## src/rtl/mmap_pkg.sv

```systemverilog
package mmap_pkg;
  localparam int ADDR_W = 16;
  localparam int PAGE_W = 4;
  localparam int OFF_W  = ADDR_W - PAGE_W;
  localparam int DATA_W = 2 * PAGE_W;

  typedef logic [ADDR_W-1:0] addr_t;
  typedef logic [PAGE_W-1:0] page_t;

  // page number of an address
  function automatic page_t page_of(addr_t a);
    return a[ADDR_W-1 -: PAGE_W];
  endfunction

  // byte offset within the page
  function automatic logic [OFF_W-1:0] off_of(addr_t a);
    return a[OFF_W-1:0];
  endfunction

  // window hit: same page and offset below span
  function automatic logic win_hit(addr_t a, page_t pg, int unsigned span);
    return (page_of(a) == pg) && (off_of(a) < OFF_W'(span));
  endfunction
endpackage

```

## src/rtl/mmap_lock_timer.sv

```systemverilog
module mmap_lock_timer #(
  parameter int LOCK_TICKS = 64
) (
  input  logic clk,
  input  logic rst_n,
  input  logic bus_tick,
  output logic open_win
);
  localparam int CW = $clog2(LOCK_TICKS + 1);
  localparam logic [CW-1:0] LIM = CW'(LOCK_TICKS);

  logic [CW-1:0] tick_cnt;

  assign open_win = (tick_cnt < LIM);

  always_ff @(posedge clk or negedge rst_n) begin
    if (!rst_n)                    tick_cnt <= '0;
    else if (bus_tick && open_win) tick_cnt <= tick_cnt + 1'b1;
  end

  // counter saturates at the limit
  a_r8_cnt_bound: assert property (@(posedge clk) disable iff (!rst_n)
    tick_cnt <= LIM);
  // once closed, the window never reopens before reset
  a_r8_stays_shut: assert property (@(posedge clk) disable iff (!rst_n)
    !open_win |=> !open_win);
endmodule

```

## src/rtl/mmap_remap_reg.sv

```systemverilog
module mmap_remap_reg
  import mmap_pkg::*;
#(
  parameter logic [DATA_W-1:0] RESET_VAL = 8'h01,
  parameter int                IO_BYTES  = 64,
  parameter int                REG_OFF   = 'h30
) (
  input  logic              clk,
  input  logic              rst_n,
  input  logic              open_win,
  input  logic              bus_tick,
  input  logic              cpu_wr,
  input  addr_t             cpu_addr,
  input  logic [DATA_W-1:0] cpu_wdata,
  output logic [DATA_W-1:0] remap_q,
  output logic              wr_take
);
  logic reg_hit;

  assign reg_hit = win_hit(cpu_addr, remap_q[PAGE_W-1:0], IO_BYTES) &&
                   (off_of(cpu_addr) == OFF_W'(REG_OFF));
  assign wr_take = cpu_wr && bus_tick && reg_hit && open_win;

  always_ff @(posedge clk or negedge rst_n) begin
    if (!rst_n)       remap_q <= RESET_VAL;
    else if (wr_take) remap_q <= cpu_wdata;
  end

  // no write taken after lock
  a_r8_no_late_write: assert property (@(posedge clk) disable iff (!rst_n)
    !open_win |-> !wr_take);
  // locked register holds still
  a_r8_locked_stable: assert property (@(posedge clk) disable iff (!rst_n)
    !open_win |=> $stable(remap_q));
  // taken data visible next cycle
  a_r9_load_next: assert property (@(posedge clk) disable iff (!rst_n)
    wr_take |=> remap_q == $past(cpu_wdata));
endmodule

```

## src/rtl/mmap_window_decode.sv

```systemverilog
module mmap_window_decode
  import mmap_pkg::*;
#(
  parameter int RAM_BYTES = 256,
  parameter int IO_BYTES  = 64
) (
  input  addr_t cpu_addr,
  input  page_t ram_pg,
  input  page_t io_pg,
  output logic  sel_ram,
  output logic  sel_io,
  output logic  sel_ext
);
  logic ram_hit, io_hit;

  assign ram_hit = win_hit(cpu_addr, ram_pg, RAM_BYTES);
  assign io_hit  = win_hit(cpu_addr, io_pg, IO_BYTES);

  // I/O outranks RAM on overlap
  assign sel_io  = io_hit;
  assign sel_ram = ram_hit && !io_hit;
  assign sel_ext = !ram_hit && !io_hit;
endmodule

```

## src/rtl/mmap_remap_ctrl.sv

```systemverilog
module mmap_remap_ctrl
  import mmap_pkg::*;
#(
  parameter int                RAM_BYTES  = 256,
  parameter int                IO_BYTES   = 64,
  parameter int                LOCK_TICKS = 64,
  parameter int                REG_OFF    = 'h30,
  parameter logic [DATA_W-1:0] RESET_VAL  = 8'h01
) (
  input  logic              clk,
  input  logic              rst_n,
  input  logic              bus_tick,
  input  logic [ADDR_W-1:0] cpu_addr,
  input  logic              cpu_wr,
  input  logic [DATA_W-1:0] cpu_wdata,
  output logic              sel_ram,
  output logic              sel_io,
  output logic              sel_ext
);
  logic              open_win;
  logic              wr_take;
  logic [DATA_W-1:0] remap_q;

  mmap_lock_timer #(.LOCK_TICKS(LOCK_TICKS)) u_timer (
    .clk(clk), .rst_n(rst_n), .bus_tick(bus_tick), .open_win(open_win)
  );

  mmap_remap_reg #(.RESET_VAL(RESET_VAL), .IO_BYTES(IO_BYTES), .REG_OFF(REG_OFF)) u_reg (
    .clk(clk), .rst_n(rst_n), .open_win(open_win), .bus_tick(bus_tick),
    .cpu_wr(cpu_wr), .cpu_addr(cpu_addr), .cpu_wdata(cpu_wdata),
    .remap_q(remap_q), .wr_take(wr_take)
  );

  mmap_window_decode #(.RAM_BYTES(RAM_BYTES), .IO_BYTES(IO_BYTES)) u_dec (
    .cpu_addr(cpu_addr),
    .ram_pg(remap_q[DATA_W-1 -: PAGE_W]),
    .io_pg(remap_q[PAGE_W-1:0]),
    .sel_ram(sel_ram), .sel_io(sel_io), .sel_ext(sel_ext)
  );

  // exactly one target
  a_r4_one_sel: assert property (@(posedge clk) disable iff (!rst_n)
    $onehot({sel_ram, sel_io, sel_ext}));
  // I/O wins over RAM
  a_r5_io_first: assert property (@(posedge clk) disable iff (!rst_n)
    sel_io |-> !sel_ram);
  // RAM select only on the RAM page
  a_r2_ram_page: assert property (@(posedge clk) disable iff (!rst_n)
    sel_ram |-> page_of(cpu_addr) == remap_q[DATA_W-1 -: PAGE_W]);
  // a taken write always lands in the I/O window
  a_r7_take_in_io: assert property (@(posedge clk) disable iff (!rst_n)
    wr_take |-> sel_io);
endmodule

```

## config.mk

```make
export PLATFORM = sky130hd
export DESIGN_NAME = mmap_remap_ctrl
export DESIGN_NICKNAME = d
export VERILOG_FILES = /design/src/rtl/mmap_pkg.sv /design/src/rtl/mmap_lock_timer.sv /design/src/rtl/mmap_remap_reg.sv /design/src/rtl/mmap_window_decode.sv /design/src/rtl/mmap_remap_ctrl.sv
export SDC_FILE = /design/constraint.sdc
export NUM_CORES = 1
export LEC_CHECK = 0
export ABC_AREA = 1
export ABC_CLOCK_PERIOD_IN_PS = 2800
export BUFFER_PORTS_ARGS = -buffer_cell sky130_fd_sc_hd__buf_2
export CELL_PAD_IN_SITES_DETAIL_PLACEMENT = 2
export CELL_PAD_IN_SITES_GLOBAL_PLACEMENT = 2
export CORE_MARGIN = 5
export CORE_UTILIZATION = 29
export DETAILED_ROUTE_END_ITERATION = 10
export PLACE_DENSITY = 0.84
export SLEW_MARGIN = 40
export SYNTH_ARGS = -nofsm -noshare
export SYNTH_HDL_FRONTEND = slang
export SYNTH_SLANG_ARGS = --single-unit
```

## constraint.sdc

```tcl
create_clock -name clk -period 2.8 [get_ports clk]
set_input_delay 0.42 -clock clk [delete_from_list [all_inputs] [get_ports clk]]
set_output_delay 0.42 -clock clk [all_outputs]
set_load 0.02 [all_outputs]
```

### Yosys cells after proc, flatten, opt, wreduce, memory -nomap -nowiden

Index checks and enable logic that the tools add are counted.

* register bits after elaboration: 15

* reductions and logical operators: 11
* $lt $le $gt $ge: 3
* $add $sub $neg: 1
* equality and inequality tests: 3

Operators by type and width (count)
* 12-bit by 6-bit equality test with 1-bit output (second input constant): 1
* 12-bit by 7-bit less-than comparator with 1-bit output (second input constant): 1
* 12-bit by 9-bit less-than comparator with 1-bit output (second input constant): 1
* 1-bit logical AND: 9
* 4-bit equality test: 2
* 7-bit by 1-bit adder with 7-bit output (second input constant): 1
* 7-bit less-than comparator (second input constant): 1
* 1-bit zero test: 2

### Depth between registers and ports, before layout

* depth after elaboration: 5
* depth in mapped cells: 8

### Hierarchy

From an unflattened synthesis, not the netlist that was laid out.

* cells, all modules: 156
* area total of the unflattened synthesis: 1031.0 µm²

Modules (own cells, without submodules)
* mmap_remap_reg: times used 1, cells an instance 71, area an instance 484.2 µm², sequential area each 201.4 µm²
* mmap_lock_timer: times used 1, cells an instance 36, area an instance 340.3 µm², sequential area each 175.2 µm²
* mmap_window_decode: times used 1, cells an instance 49, area an instance 206.4 µm², sequential area each 0.0 µm²

### Worst setup path before layout

No wires, ideal clock.

* path type: flip-flop to output port
* start point: reg u_reg.remap_q[0]
* end point: out sel_ram
* setup slack: 1.035 ns
* arrival: 1.345 ns
* required time: 2.380 ns
* stages on the path, launching flop included: 6
* buffers on the path: 0
* path through: dfstp_2 xor2_1 nor2_4 nand2_1 inv_1 nor2_1

* cells in the longest elaborated chain, start to end: 4

Ends and longest elaborated chain
* start: declaration: RTL line mmap_remap_reg.sv:15 `output logic [DATA_W-1:0] remap_q,`
* start signal: assignment: RTL line mmap_remap_reg.sv:26 `else if (wr_take) remap_q <= cpu_wdata;`
* 4-bit equality test: RTL line mmap_pkg.sv:22 `return (page_of(a) == pg) && (off_of(a) < OFF_W'(span));`
* 1-bit logical AND: RTL line mmap_pkg.sv:22
* via sel_io: RTL line mmap_remap_ctrl.sv:17 `output logic sel_io,`
* 1-bit zero test: RTL line mmap_window_decode.sv:21 `assign sel_ram = ram_hit && !io_hit;`
* 1-bit logical AND: RTL line mmap_window_decode.sv:21
* end: declaration: RTL line mmap_remap_ctrl.sv:16 `output logic sel_ram,`

The timed path passes the listed nets, and every way through them passes these cells.

### Worst setup path after layout

* start point: reg u_reg.remap_q[0]
* end point: out sel_ram

* cells in the longest elaborated chain, start to end: 4

Ends and longest elaborated chain (RTL line)
* 4-bit equality test: mmap_pkg.sv:22
* 1-bit logical AND: mmap_pkg.sv:22
* 1-bit zero test: mmap_window_decode.sv:21
* 1-bit logical AND: mmap_window_decode.sv:21

No other way between the ends.

==> impl_metrics.env <==
export IMPL_status="complete, no violations"
export IMPL_port_buffer_count=30
export IMPL_crit_arrival_ns=1.61
export IMPL_setup_viol=0
export IMPL_synth_nets=131
export IMPL_finalInstanceArea_sq_mm=0.00108
export IMPL_place_area_sq_mm=0.00106
export IMPL_synthAdderAreaFrac_pct=1.44
export IMPL_num_rows=19
export IMPL_die_w_microns=64.7
export IMPL_r2r_start="u_timer.tick_cnt[6]"
export IMPL_synth_xor_area_share_pct=11.1
export IMPL_syn2layout_area_growth_pct=24.8
export IMPL_routed_wl_microns=2300
export IMPL_firstDrtPassIters=2
export IMPL_antenna_found_initial=0
export IMPL_wl_per_cell_microns=13.7
export IMPL_maxCapViolCount=0
export IMPL_clock_skew_ns=0.00603
export IMPL_fin_cells=167
export IMPL_cts_buffers=3
export IMPL_cp_max_fo=10
export IMPL_hold_path_class="input port to async pin"
export IMPL_r2r_end="u_reg.remap_q[4]"
export IMPL_numClockSinks=15
export IMPL_p_leak_nw=0.618
export IMPL_start_util_pct=30.9
export IMPL_reg2reg_depth=8
export IMPL_route_detailed_drc=0
export IMPL_drv_slew=0
export IMPL_cts_resized=0
export IMPL_coreArea_sq_mm=0.00281
export IMPL_grt_pass1_vias=938
export IMPL_grtUsageTotal_pct=12.0
export IMPL_ctsHoldBuffers=0
export IMPL_ys_ff_latch=15
export IMPL_crit_path_end_kind="output pin"
export IMPL_clock_path_buffers=2
export IMPL_crit_path_end="sel_ram"
export IMPL_max_slew_margin_pct=77.1
export IMPL_gp_congestion=0.753
export IMPL_power_mw=0.381
export IMPL_synth_cell_types=21
export IMPL_synthesis_area_sq_um=867
export IMPL_yosys_warnings=0
export IMPL_cts_max_level=1
export IMPL_drt_iter0_drc=1
export IMPL_p_per_area_mw_per_mm2=352
export IMPL_vias=791
export IMPL_cts_clk_slew_worst_paths_ns=0.09
export IMPL_grt_pass1_wl_microns=4040
export IMPL_dpl_hpwl_microns=2010
export IMPL_fill_cells=352
export IMPL_seq_area_frac_synth_pct=43.4
export IMPL_cp_startpoint="u_reg.remap_q[0]"
export IMPL_synthMuxAreaShare_pct=0
export IMPL_fin_crit_sh_pct=72.6
export IMPL_synth_compound_area_share_pct=0
export IMPL_gr_total_overflow=0
export IMPL_synth_top_family_by_area="simple AND/OR/NAND/NOR gates"
export IMPL_rrSetupSlack_ns=1.44
export IMPL_place_inst=163
export IMPL_die_h_microns=64.7
export IMPL_insertion_delay_ns=0.28
export IMPL_path_class="flop to output pin"
export IMPL_root_buffer="clkbuf_4"
export IMPL_synthCells=102
export IMPL_die_area_sq_mm=0.00418
export IMPL_rsz0062_at_grt="false"
export IMPL_worst_pin_slew_ns=0.344
export IMPL_synthSimpleGateAreaFrac_pct=37.4
export IMPL_cts_tree="done"
export IMPL_post_route_min_period_ns=2.03
export IMPL_critPathRequiredTime_ns=2.38
export IMPL_antennaDiodeCount=0
export IMPL_setup_tns_ns=0
export IMPL_io_pins=31
export IMPL_fin_util_pct=38.6
export IMPL_vdd_drop_max_mv=0.189
export IMPL_avgSynthCellArea_sq_um=8.50
export IMPL_grt_max_degree=16
export IMPL_ant_nets=0
export IMPL_vias_per_cell=4.74
export IMPL_fmax_mhz=492
export IMPL_critPathLaunchType="flop"
export IMPL_final_hold_violation_count=0
export IMPL_nets=166
export IMPL_cts_setup_buffers=0
export IMPL_drive_gt1_share_pct=33.1
==> state kept, by name, summed over array words and instances (netlist names) <==
| register | count |
|---|---|
| u_timer.tick_cnt | 7 |
| u_reg.remap_q | 8 |
==> worst max-delay path, stage by stage (launching register included) <==
cell,delay (ns)
dfstp_2,0.54
xor2_1,0.25
nor2_4,0.12
nand2_1,0.10
inv_1,0.05
nor2_1,0.10
buf_2,0.18
==> where the power goes <==
part           switching [mW]  total, mW  leakage (nW)  internal, mW
sequential                  0      0.217         0.190         0.217
combinational          0.0232     0.0427         0.413        0.0195
clock                  0.0671      0.122        0.0150        0.0551
total                  0.0903      0.381         0.618         0.291
==> worst min path at each step <==
stage               start             endpoint  cells past startpoint  slack [ns]
global route        rst_n  u_timer.tick_cnt[6]                      1        0.04
detailed placement  rst_n  u_timer.tick_cnt[5]                      1        0.35
finish              rst_n  u_timer.tick_cnt[5]                      1        0.03
CTS                 rst_n  u_timer.tick_cnt[5]                      1        0.04
global placement    rst_n  u_timer.tick_cnt[6]                      1        0.34
floorplan           rst_n     u_reg.remap_q[1]                      0        0.12
==> layer usage <==
metal / GRT usage [%] / share of wire, %
met1: 12.0 / 36
met5: 0 / 0
met2: 24.9 / 58
met3: 3.11 / 6.8
met4: 1.58 / 0
==> final cells by class <==
cell class / instances / area [sq um] / area share, %
inverter: 15 / 57.6 / 5.32
tap: 31 / 38.8 / 3.58
multi-input combinational: 72 / 433 / 40.0
sequential: 15 / 377 / 34.8
timing repair buffer: 30 / 150 / 13.9
clock buffer: 4 / 26.3 / 2.43
==> through the flow <==
stage               setup slack, ns  hold slack (ns)
floorplan                      1.03            0.124
global placement              0.941            0.343
detailed placement            0.883            0.353
CTS                           0.748           0.0436
global route                  0.635           0.0420
finish                        0.767           0.0306
==> cell families after synthesis <==
family / Yosys count
buffers and inverters: 15
XOR/XNOR: 11
adder cells (fa/ha/maj): 1
flip-flops: 15
AND/OR/NAND/NOR: 60
==> cells in the mapped netlist <==
cell	count	area (sq um)
nand2_1	30	113
dfrtp_1	14	350
inv_1	13	48.8
nand4_1	9	56.3
xor2_1	8	70.1
nor2_1	6	22.5
xnor2_1	3	26.3
nand2_2	2	12.5
nand3_1	2	10.0
nand3_2	2	20.0
nor2_4	2	22.5
nor3_1	2	10.0
and2_1	1	6.26
clkinv_2	1	5.00
dfstp_2	1	26.3
ha_1	1	12.5
inv_2	1	3.75
nand3_4	1	17.5
nand3b_1	1	7.51
nor2_2	1	6.26
nor2_8	1	20.0
==> cells in the final DEF, fill, tap and decap left out <==
cell type / count
dfrtp_1: 14
nand2_2: 2
and2_1: 1
inv_2: 1
clkinv_2: 1
inv_1: 13
dfstp_2: 1
ha_1: 1
clkbuf_1: 1
nor2_4: 2
clkbuf_4: 3
nor3_1: 2
xnor2_1: 3
nand3_2: 2
nor2_8: 1
nand3_4: 1
nand3_1: 2
nand3b_1: 1
nand4_1: 9
nor2_2: 1
nand2_1: 30
xor2_1: 8
nor2_1: 6
buf_2: 30
Power figures use the tool's default switching activity.
